## src/rtl/hbi_pkg.sv

```systemverilog
package hbi_pkg;
  // half-band taps, scaled so the stage gain of 2 is folded in (divide by 2^HB_SHIFT)
  localparam int HB_NEAR      = 9;
  localparam int HB_FAR       = 1;
  localparam int HB_SHIFT     = 4;
  // accumulator headroom above the sample width
  localparam int HB_GAIN_BITS = 5;
endpackage

```

## src/rtl/hbi_slot_timer.sv

```systemverilog
module hbi_slot_timer #(
  parameter int MAX_STG = 3,
  localparam int SW = $clog2(MAX_STG + 1)
) (
  input  logic          clk,
  input  logic          rst,
  input  logic [SW-1:0] nstg,
  output logic          stg_tick [MAX_STG],
  output logic          stg_take [MAX_STG],
  output logic          in_ready
);
  localparam int CW = (MAX_STG < 1) ? 1 : MAX_STG;

  logic [CW-1:0] cnt_q;
  logic [CW-1:0] wrap_mask;

  always_comb begin
    for (int b = 0; b < CW; b++) wrap_mask[b] = (b < int'(nstg));
  end

  always_ff @(posedge clk) begin
    if (rst) cnt_q <= '0;
    else     cnt_q <= (cnt_q + CW'(1)) & wrap_mask;
  end

  // stage j ticks every 2^k cycles (k = N-1-j) and takes input when bit k is set
  for (genvar j = 0; j < MAX_STG; j++) begin : g_stg
    always_comb begin
      int   k;
      logic low_zero;
      logic phase;
      k        = int'(nstg) - 1 - j;
      low_zero = 1'b1;
      phase    = 1'b0;
      for (int b = 0; b < CW; b++) begin
        if (b < k && cnt_q[b]) low_zero = 1'b0;
        if (b == k)            phase    = cnt_q[b];
      end
      stg_tick[j] = (j < int'(nstg)) && low_zero;
      stg_take[j] = stg_tick[j] && phase;
    end
  end

  assign in_ready = (nstg == '0) ? 1'b1 : stg_take[0];

  AST_READY_SPACING: assert property (@(posedge clk) disable iff (rst)
    (in_ready && nstg != '0) |=> !in_ready);
endmodule

```

## src/rtl/hbi_half_band_x2.sv

```systemverilog
module hbi_half_band_x2 import hbi_pkg::*; #(
  parameter int DW = 16
) (
  input  logic                 clk,
  input  logic                 rst,
  input  logic                 tick,
  input  logic                 take,
  input  logic signed [DW-1:0] x_in,
  output logic signed [DW-1:0] y_out
);
  localparam int AW = DW + HB_GAIN_BITS;
  localparam logic signed [DW-1:0] S_MAX = {1'b0, {(DW-1){1'b1}}};
  localparam logic signed [DW-1:0] S_MIN = {1'b1, {(DW-1){1'b0}}};

  // odd phase: symmetric taps on x[i-1], x[i-2] and x[i], x[i-3]; round, then saturate
  function automatic logic signed [DW-1:0] odd_phase(
    input logic signed [DW-1:0] xn, xn1, xn2, xn3);
    logic signed [AW-1:0] sum_v;
    logic signed [AW-1:0] rnd_v;
    sum_v = AW'(HB_NEAR) * (AW'(xn1) + AW'(xn2)) - AW'(HB_FAR) * (AW'(xn) + AW'(xn3));
    rnd_v = (sum_v + AW'(1 <<< (HB_SHIFT - 1))) >>> HB_SHIFT;
    if (rnd_v > AW'(S_MAX)) return S_MAX;
    if (rnd_v < AW'(S_MIN)) return S_MIN;
    return rnd_v[DW-1:0];
  endfunction

  logic signed [DW-1:0] dly_q [3];
  logic signed [DW-1:0] y_q;
  logic                 emit_centre;

  assign emit_centre = tick && !take;

  always_ff @(posedge clk) begin
    if (rst) begin
      for (int i = 0; i < 3; i++) dly_q[i] <= '0;
      y_q <= '0;
    end else if (take) begin
      dly_q[0] <= x_in;
      dly_q[1] <= dly_q[0];
      dly_q[2] <= dly_q[1];
      y_q      <= odd_phase(x_in, dly_q[0], dly_q[1], dly_q[2]);
    end else if (emit_centre) begin
      y_q <= dly_q[1];
    end
  end

  assign y_out = y_q;

  AST_ZERO_IN_ZERO_OUT: assert property (@(posedge clk) disable iff (rst)
    (take && x_in == '0 && dly_q[0] == '0 && dly_q[1] == '0 && dly_q[2] == '0)
      |=> y_q == '0);
  AST_TAKE_ALTERNATES: assert property (@(posedge clk) disable iff (rst)
    take |=> !take);
endmodule

```

## src/rtl/hbi_interp_top.sv

```systemverilog
module hbi_interp_top #(
  parameter int DW = 16,
  parameter int MAX_STG = 3,
  localparam int SW = $clog2(MAX_STG + 1)
) (
  input  logic                 clk,
  input  logic                 rst,
  input  logic [SW-1:0]        rate_sel,
  input  logic                 in_valid,
  input  logic signed [DW-1:0] in_data,
  output logic                 in_ready,
  output logic signed [DW-1:0] out_data
);
  logic [SW-1:0]        nstg_q;
  logic signed [DW-1:0] byp_q;
  logic signed [DW-1:0] src_smp;
  logic signed [DW-1:0] stg_y [MAX_STG];
  logic                 stg_tick [MAX_STG];
  logic                 stg_take [MAX_STG];

  // factor is loaded only in reset
  always_ff @(posedge clk) begin
    if (rst) nstg_q <= rate_sel;
  end

  assign src_smp = in_valid ? in_data : '0;

  always_ff @(posedge clk) begin
    if (rst) byp_q <= '0;
    else     byp_q <= src_smp;
  end

  hbi_slot_timer #(.MAX_STG(MAX_STG)) i_timer (
    .clk      (clk),
    .rst      (rst),
    .nstg     (nstg_q),
    .stg_tick (stg_tick),
    .stg_take (stg_take),
    .in_ready (in_ready)
  );

  for (genvar j = 0; j < MAX_STG; j++) begin : g_chain
    logic signed [DW-1:0] x_feed;
    if (j == 0) begin : g_head
      assign x_feed = src_smp;
    end else begin : g_link
      assign x_feed = stg_y[j-1];
    end
    hbi_half_band_x2 #(.DW(DW)) i_stage (
      .clk   (clk),
      .rst   (rst),
      .tick  (stg_tick[j]),
      .take  (stg_take[j]),
      .x_in  (x_feed),
      .y_out (stg_y[j])
    );
  end

  always_comb begin
    out_data = byp_q;
    for (int j = 0; j < MAX_STG; j++)
      if (j == int'(nstg_q) - 1) out_data = stg_y[j];
  end

  AST_RATE_HELD: assert property (@(posedge clk) disable iff (rst)
    !$past(rst) |-> $stable(nstg_q));
  AST_OUT_AFTER_RESET: assert property (@(posedge clk) disable iff (rst)
    $past(rst) |-> out_data == '0);
  AST_BYPASS_DELAY: assert property (@(posedge clk) disable iff (rst)
    (nstg_q == '0 && !$past(rst))
      |-> out_data == ($past(in_valid) ? $past(in_data) : '0));
endmodule

```

## config.mk

```make
export PLATFORM = sky130hd
export DESIGN_NAME = hbi_interp_top
export DESIGN_NICKNAME = d
export VERILOG_FILES = /design/src/rtl/hbi_pkg.sv /design/src/rtl/hbi_slot_timer.sv /design/src/rtl/hbi_half_band_x2.sv /design/src/rtl/hbi_interp_top.sv
export SDC_FILE = /design/constraint.sdc
export NUM_CORES = 1
export LEC_CHECK = 0
export BUFFER_PORTS_ARGS = -buffer_cell sky130_fd_sc_hd__buf_2
export CAP_MARGIN = 20
export CORE_MARGIN = 2
export CORE_UTILIZATION = 60
export DETAILED_ROUTE_END_ITERATION = 10
export PLACE_DENSITY_LB_ADDON = 0.1
export SYNTH_ARGS = -nofsm -noshare
export SYNTH_HDL_FRONTEND = slang
export SYNTH_SLANG_ARGS = --single-unit
```

## constraint.sdc

```tcl
create_clock -name clk -period 17.7 [get_ports clk]
set_clock_uncertainty 0.2 [all_clocks]
set_input_delay 5.31 -clock clk [delete_from_list [all_inputs] [get_ports clk]]
set_output_delay 5.31 -clock clk [all_outputs]
set_load 0.02 [all_outputs]
```

==> results of run 1 <==
-- layout by cell type (no fill, tap or decap), types with 13 or more instances in the layout --
| cell type | count |
|---|---|
| buf_2 | 37 |
| clkbuf_16 | 24 |
| a21oi_1 | 108 |
| a31oi_1 | 14 |
| nand3_1 | 13 |
| a21o_1 | 37 |
| nand2_1 | 104 |
| xnor2_1 | 82 |
| inv_1 | 272 |
| xor2_1 | 56 |
| nor2_1 | 106 |
| o21ai_1 | 22 |
| o21a_1 | 29 |
| nor3_1 | 18 |
| nor2b_1 | 19 |
| mux4_2 | 16 |
| and3_1 | 59 |
| fa_1 | 57 |
| ha_1 | 304 |
| o21bai_1 | 25 |
| edfxtp_1 | 146 |
| dfxtp_1 | 67 |
| o21ai_0 | 108 |
| and2_1 | 83 |
-- routing by layer --
| layer | GRT usage, % | vias to the layer above | wire (um) |
|---|---|---|---|
| met4 | 7.71 | 0 | 1230 |
| met2 | 47.1 | 283 | 20700 |
| met5 | 0 | - | 0 |
| li1 | - | 6776 | - |
| met3 | 2.93 | 67 | 2180 |
| met1 | 36.0 | 6604 | 19000 |
-- cell type report --
type / instances / area [um2]
flip-flops and latches: 213 / 5730
inverters: 272 / 1020
clock buffers: 29 / 639
fillers: 2507 / 10600
clock inverters: 15 / 148
well taps: 396 / 495
repair buffers: 50 / 295
multi-input cells: 1399 / 11700
-- through the flow --
stage	hold WS [ns]	std cells
after CTS	0.263	2373
final	0.260	2374
after floorplan	0.220	1933
after global routing	0.291	2374
after detailed placement	0.248	2329
after global placement	0.244	2326
-- kinds of logic after synthesis --
logic type / count (synthesis)
AO/OA/AOI/OAI: 425
XOR/XNOR: 140
adder cells (fa/ha/maj): 361
buffers and inverters: 321
flip-flops: 213
multiplexers: 22
AND/OR/NAND/NOR: 451
-- registers in the layout (all words and copies together) (netlist names) --
| register | cells |
|---|---|
| g_chain.i_stage.dly_q | 144 |
| g_chain.i_stage.y_out | 48 |
| byp_q | 16 |
| i_timer.cnt_q | 3 |
| nstg_q | 2 |
-- report_power, final --
group / internal (uW) / switching, uW / leakage (uW)
Sequential: 575 / 53.8 / 0.00207
Clock: 288 / 217 / 0.000378
Combinational: 997 / 1280 / 0.00739
-- worst max-delay path by stage --
stage / slack, ns / cells past startpoint / start / to
after floorplan: 6.10 / 30 / in_valid / g_chain[0].i_stage.y_out[13]
after global placement: 5.75 / 28 / in_valid / g_chain[0].i_stage.y_out[7]
after detailed placement: 5.61 / 28 / in_valid / g_chain[0].i_stage.y_out[0]
after CTS: 6.15 / 28 / in_valid / g_chain[0].i_stage.y_out[0]
after global routing: 5.70 / 28 / in_valid / g_chain[0].i_stage.y_out[0]
final: 6.13 / 28 / in_valid / g_chain[0].i_stage.y_out[0]
-- worst reg2reg max path, delay by kind of cell (launching register included) --
| kind | cells | cell delay (ns) |
|---|---|---|
| buffers and inverters | 3 | 0.31 |
| AND/OR/NAND/NOR | 1 | 0.20 |
| adder cells (fa/ha/maj) | 6 | 1.94 |
| AO/OA/AOI/OAI | 17 | 4.08 |
| flip-flops | 1 | 0.49 |
| XOR/XNOR | 1 | 0.09 |
==> metrics.md, run 1 <==
| Metric | Value |
|---|---|
| Status | `finished, final reports clean` |
| R2R cell count | `28` |
| Routed WL | `43,200 um` |
| Synthesized flop and latch total | `213` |
| Startpoint Class | `primary input` |
| Post-CTS Resized | `0` |
| Post-synthesis mux area share | `2.35%` |
| FP Rows | `64` |
| Sink Count | `213` |
| Post-synth EDFFs | `146` |
| Rel. slew slack | `27.9%` |
| Cell family with most CP delay | `compound AO/OA/AOI/OAI gates` |
| Hold depth | `2` |
| Reg2reg start | `g_chain[0].i_stage.y_out[1]` |
| Yosys top cell by area | `edfxtp_1` |
| Synth Cell Area | `0.0186 mm2` |
| Critical path class | `primary input to flip-flop` |
| Placed inst area | `0.0192 mm2` |
| HPWL Detailed | `34,200 um` |
| CTS Buf Count | `24` |
| Synth Area in Simple Gates | `12.3%` |
| Crit path top cell by count | `ha_1` |
| Part of the cycle the worst path needs | `65.3%` |
| Fin nets | `2,342` |
| Final setup TNS | `0 ns` |
| Placement Setup Slack | `5.61 ns` |
| Post-synthesis adder-cell area fraction | `26.6%` |
| WL/cell | `18.2 um` |
| Post-route ant nets | `0` |
| # setup viols final | `0` |
| Largest net degree at the start of global routing | `66` |
| DRC Markers | `0` |
| Hold_sp | `g_chain[2].i_stage.y_out[2]` |
| Diode count | `0` |
| Total GRT Usage | `27.1%` |
| Port bufs | `37` |
| FFs w/ async S/R, synth | `0%` |
| Slowest cell on crit path | `fa_1` |
| Finished Cell Area | `0.0200 mm2` |
| Worst-Margin Slew | `1.08 ns` |
| YS warnings | `0` |
| Sequential share of the synthesized area | `30.8%` |
| Initial core utilization | `60.8%` |
| Fmax | `86.5 MHz` |
| Overall power | `3410 uW` |
| Worst vdd ir | `0.117 mV` |
| Vias in the first global route | `13,883` |
| I/O pin cnt | `38` |
| Unrepaired setup endpoints after global routing | `no` |
| Leak pwr | `0.00984 uW` |
| Share of cells above drive strength 1 | `7.68%` |
| R2r setup slk | `10.35 ns` |
| Final Hold Viols | `0` |
| 1st-pass router iterations | `5` |
| Worst-path clk slew | `0.07 ns` |
| Pwr/cell area | `171 mW/mm2` |
| P&R area growth vs syn | `7.52%` |
| Yosys cell types | `80` |
| Largest cells by area after synthesis | `edfxtp_1 24%, ha_1 20%, dfxtp_1 7.2%` |
| Synth Area in XOR/XNOR | `6.74%` |
| Most common library cells after synthesis | `304 x ha_1, 272 x inv_1, 146 x edfxtp_1` |
| Worst Path Max Fanout | `16` |
| Post-synthesis cell count | `1,933` |
| Largest family of logic cells by synthesized area | `adder cells` |
| Post-CTS Setup Bufs | `0` |
| Util after Layout | `65.4%` |
| Worst EP required | `17.92 ns` |
| Hold worst-path end | `g_chain[2].i_stage.y_out[2]` |
| Slew Limit Fails | `0` |
| Buf+Inv Stages, Crit Path | `4` |
| Cts hold-fix bufs | `0` |
| First-pass GRT wire length | `70,700 um` |
| Final RePlAce weighted congestion | `0.934` |
| Die Span X | `180 um` |
| Setup ws final | `6.13 ns` |
| DR iter-0 viols | `706` |
| Total core area | `0.0306 mm2` |
| Top FF cell, synth | `edfxtp_1` |
| Worst R2R End | `g_chain[1].i_stage.y_out[4]` |
| Worst skew pair latency | `0.54 ns` |
| Synth Area per Inst | `9.62 um2` |
| Via count | `13,730` |
| CTS Buffer Depth | `3` |
| Post-Syn Nets | `2,315` |
| Critical path endpoint category | `flip-flop` |
| Top-count cell post-synth | `ha_1` |
| Antenna violations before repair | `0` |
| Crit path largest cell delay | `0.52 ns` |
| Vias/cell | `5.78` |
| WP data arrival | `11.79 ns` |
| Total gr overflow | `0` |
| Clk root buf | `clkbuf_16` |
| Max Cap Viol | `0` |
| H-tree depth | `1` |
| Crit path time final | `11.57 ns` |
| DIE HEIGHT | `180 um` |
| Die area | `0.0324 mm2` |
| Hold WC Path Type | `flip-flop to flip-flop` |
| Synth top area share | `23.6%` |
| TritonCTS clock tree | `built` |
| Compound-Gate Fraction of Synth Area | `14.6%` |
No activity file was read; power rests on OpenSTA's default activity.
==> inputs of run 2 (changes only) <==
--- a/config.mk
+++ b/config.mk
@@ -8,7 +8,7 @@
 export BUFFER_PORTS_ARGS = -buffer_cell sky130_fd_sc_hd__buf_2
 export CAP_MARGIN = 20
 export CORE_MARGIN = 2
-export CORE_UTILIZATION = 60
+export CORE_UTILIZATION = 59
 export DETAILED_ROUTE_END_ITERATION = 10
 export PLACE_DENSITY_LB_ADDON = 0.1
 export SYNTH_ARGS = -nofsm -noshare
==> constraint.sdc (replaced) <==
create_clock -name clk -period 10.4 [get_ports clk]
set_clock_uncertainty 0.2 [all_clocks]
set_input_delay 3.12 -clock clk [delete_from_list [all_inputs] [get_ports clk]]
set_output_delay 3.12 -clock clk [all_outputs]
set_load 0.02 [all_outputs]
==> run 2 against run 1 <==
Hold slack gained 0.0078 ns. Routed wire length increased by 0.21%. Clock-buffer cell count is 5 higher. Global-route usage shrank 0.49 points. Non-clock buffer count up 2. Core utilization is 1.2 points lower. Design area up 0.51%. Combinational power up 74%. Setup slack worse by 5.1 ns.
==> metrics.md, run 2 (synthesis results as in run 1) <==
| Metric | Value |
|---|---|
| Status | `finished, final reports clean` |
| Critical path class | `primary input to flip-flop` |
| Sink Count | `213 (unchanged)` |
| Share of cells above drive strength 1 | `7.82% (+0.14 points)` |
| Worst-Margin Slew | `0.990 ns (-0.0910 ns)` |
| Crit path top cell by count | `ha_1` |
| Fmax | `106 MHz` |
| Final RePlAce weighted congestion | `0.898 (-3.8%)` |
| Diode count | `0 (unchanged)` |
| Startpoint Class | `primary input` |
| Vias in the first global route | `13,451 (-3.1%)` |
| Clk root buf | `clkbuf_16` |
| Routed WL | `43,300 um (+0.21%)` |
| P&R area growth vs syn | `8.07%` |
| Worst Path Max Fanout | `16 (unchanged)` |
| HPWL Detailed | `34,600 um (+1.0%)` |
| Biggest register | `g_chain.i_stage.dly_q` |
| Slew Limit Fails | `0 (unchanged)` |
| Number of flip-flops in the largest register | `144 (unchanged)` |
| Clock power frac | `15.5% (+0.7 points)` |
| Net Switching | `2720 uW (+75%)` |
| Worst-path clk slew | `0.06 ns (about the same)` |
| DRC Markers | `0 (unchanged)` |
| Area taken by flip-flops and latches | `0.00573 mm2 (unchanged)` |
| Crit path largest cell delay | `0.52 ns (about the same)` |
| Antenna violations before repair | `1 (+1)` |
| Multi-input logic area | `0.0117 mm2 (about the same)` |
| 1st-pass router iterations | `5 (unchanged)` |
| Slowest cell on crit path | `fa_1` |
| TritonCTS clock tree | `built` |
| Fraction of power consumed by sequential logic | `17.9% (-0.5 points)` |
| Fillcell total | `2,613 (+4.2%)` |
| Worst vdd ir | `0.169 mV (+45%)` |
| Post-CTS Resized | `0 (unchanged)` |
| Largest net degree at the start of global routing | `66 (unchanged)` |
| Rel. slew slack | `34.0% (+6.1 points)` |
| Die area | `0.0330 mm2 (+1.7%)` |
| Internal | `3230 uW (+74%)` |
| Unrepaired setup endpoints after global routing | `no` |
| Total gr overflow | `0 (unchanged)` |
| Most common cell after layout, fill and taps aside | `ha_1` |
| Sw Share | `45.7% (+0.16 points)` |
| Cts hold-fix bufs | `0 (unchanged)` |
| WP data arrival | `9.61 ns (-2.18 ns)` |
| Critical path endpoint category | `flip-flop` |
| Port bufs | `37 (unchanged)` |
| DR iter-0 viols | `927 (+31%)` |
| Leak pwr | `0.00989 uW (+0.54%)` |
| Reg2reg start | `g_chain[0].i_stage.y_out[1]` |
| Pwr/cell area | `296 mW/mm2 (+73%)` |
| First-pass GRT wire length | `69,400 um (-1.9%)` |
| Post-CTS Setup Bufs | `0 (unchanged)` |
| Part of the cycle the worst path needs | `90.4%` |
| Met3 usage | `3.81% (+0.88 points)` |
| Vias/cell | `5.77 (-0.30%)` |
| CTS Buf Count | `25 (+4.2%)` |
| Die Span X | `182 um (+0.82%)` |
| Busiest grt layer | `met2` |
| DIE HEIGHT | `182 um (+0.82%)` |
| Combinational cell fraction of total power | `66.6% (-0.2 points)` |
| Worst skew pair latency | `0.53 ns (about the same)` |
| Via count | `13,747 (+0.12%)` |
| Met1 usage | `37.7% (+1.7 points)` |
| Hold WC Path Type | `flip-flop to flip-flop` |
| Most frequent cells in the layout | `304 x ha_1, 272 x inv_1, 146 x edfxtp_1, 108 x a21oi_1, 108 x o21ai_0` |
| Hold Slack | `0.268 ns (+0.00777 ns)` |
| Worst Setup SP | `in_valid` |
| Worst EP required | `10.61 ns (-7.31 ns)` |
| Total GRT Usage | `26.6% (-0.49 points)` |
| Final setup TNS | `0 ns (unchanged)` |
| WL/cell | `18.2 um (-0.21%)` |
| # setup viols final | `0 (unchanged)` |
| Setup crit end | `g_chain[0].i_stage.y_out[7]` |
| Final Hold Viols | `0 (unchanged)` |
| FP Rows | `65 (+1.6%)` |
| Post-route ant nets | `0 (unchanged)` |
| Initial core utilization | `59.4% (-1.4 points)` |
| Fin nets | `2,345 (+0.13%)` |
| R2R cell count | `28 (unchanged)` |
| R2r setup slk | `2.93 ns (-7.42 ns)` |
| Crit path time final | `9.40 ns` |
| Worst R2R End | `g_chain[1].i_stage.y_out[4]` |
| Max Cap Viol | `0 (unchanged)` |
| CTS Buffer Depth | `3 (unchanged)` |
| H-tree depth | `1 (unchanged)` |
| Total core area | `0.0313 mm2 (+2.4%)` |
| Met2 usage | `43.0% (-4.0 points)` |
| I/O pin cnt | `38 (unchanged)` |
-- run 2: changes by cell type in the layout (fill, tap and decap cells not counted), sizes merged --
| cell | change |
|---|---|
| buf | +2 |
| clkinvlp | -1 |
| clkbuf | +5 |
| clkinv | -4 |
| inv | +2 |
-- run 2: final cells by class --
| class | count | area share [%] |
|---|---|---|
| inverter | 272 | 5.08 |
| timing repair buffer | 52 | 1.48 |
| multi-input combinational | 1399 | 58.1 |
| clock inverter | 12 | 0.741 |
| clock buffer | 34 | 3.64 |
| sequential | 213 | 28.5 |
| tap | 402 | 2.50 |
-- run 2: metrics by stage --
step	total power, uW	area [um2]	setup slack (ns)	instances	utilization, %
after CTS	5990	20100	1.02	2383	64.2
after global placement	4910	19200	0.652	2336	61.3
final	5950	20100	0.996	2384	64.2
after detailed placement	5020	19200	0.488	2337	61.3
after floorplan	4210	18600	0.989	1933	-
after global routing	6560	20100	0.441	2384	64.2
-- run 2: worst min-delay path by stage --
stage                                startpoint                          end  slack, ns  cells past startpoint
floorplan           g_chain[2].i_stage.y_out[0]  g_chain[2].i_stage.y_out[0]       0.22                      2
global route        g_chain[2].i_stage.y_out[3]  g_chain[2].i_stage.y_out[3]       0.30                      2
detailed placement  g_chain[2].i_stage.y_out[2]  g_chain[2].i_stage.y_out[2]       0.25                      2
finish              g_chain[2].i_stage.y_out[2]  g_chain[2].i_stage.y_out[2]       0.27                      2
CTS                 g_chain[2].i_stage.y_out[2]  g_chain[2].i_stage.y_out[2]       0.27                      2
global placement    g_chain[2].i_stage.y_out[0]  g_chain[2].i_stage.y_out[0]       0.26                      2
-- run 2: power by group through the flow --
| stage | clock network (uW) | logic (uW) | registers (uW) |
|---|---|---|---|
| 5_1_grt | 964 | 4530 | 1070 |
| 6_report | 921 | 3960 | 1060 |
| 2_1_floorplan | 0 | 3180 | 1030 |
| 4_1_cts | 928 | 4000 | 1060 |
| 3_5_place_dp | 0 | 3940 | 1080 |
| 3_3_place_gp | 0 | 3830 | 1080 |
-- run 2: worst max-delay path: cells and delay by family --
family	cells	cell delay (ns)
simple gates	1	0.17
compound gates	16	3.65
xor+xnor	2	0.31
buf+inv	4	0.49
fa+ha+maj	6	1.85
-- run 2: per-layer routing --
layer	up-vias	part of all wire, %
met5	-	0
met4	0	2.4
met3	57	6.2
met2	334	45
met1	6588	47
li1	6768	-
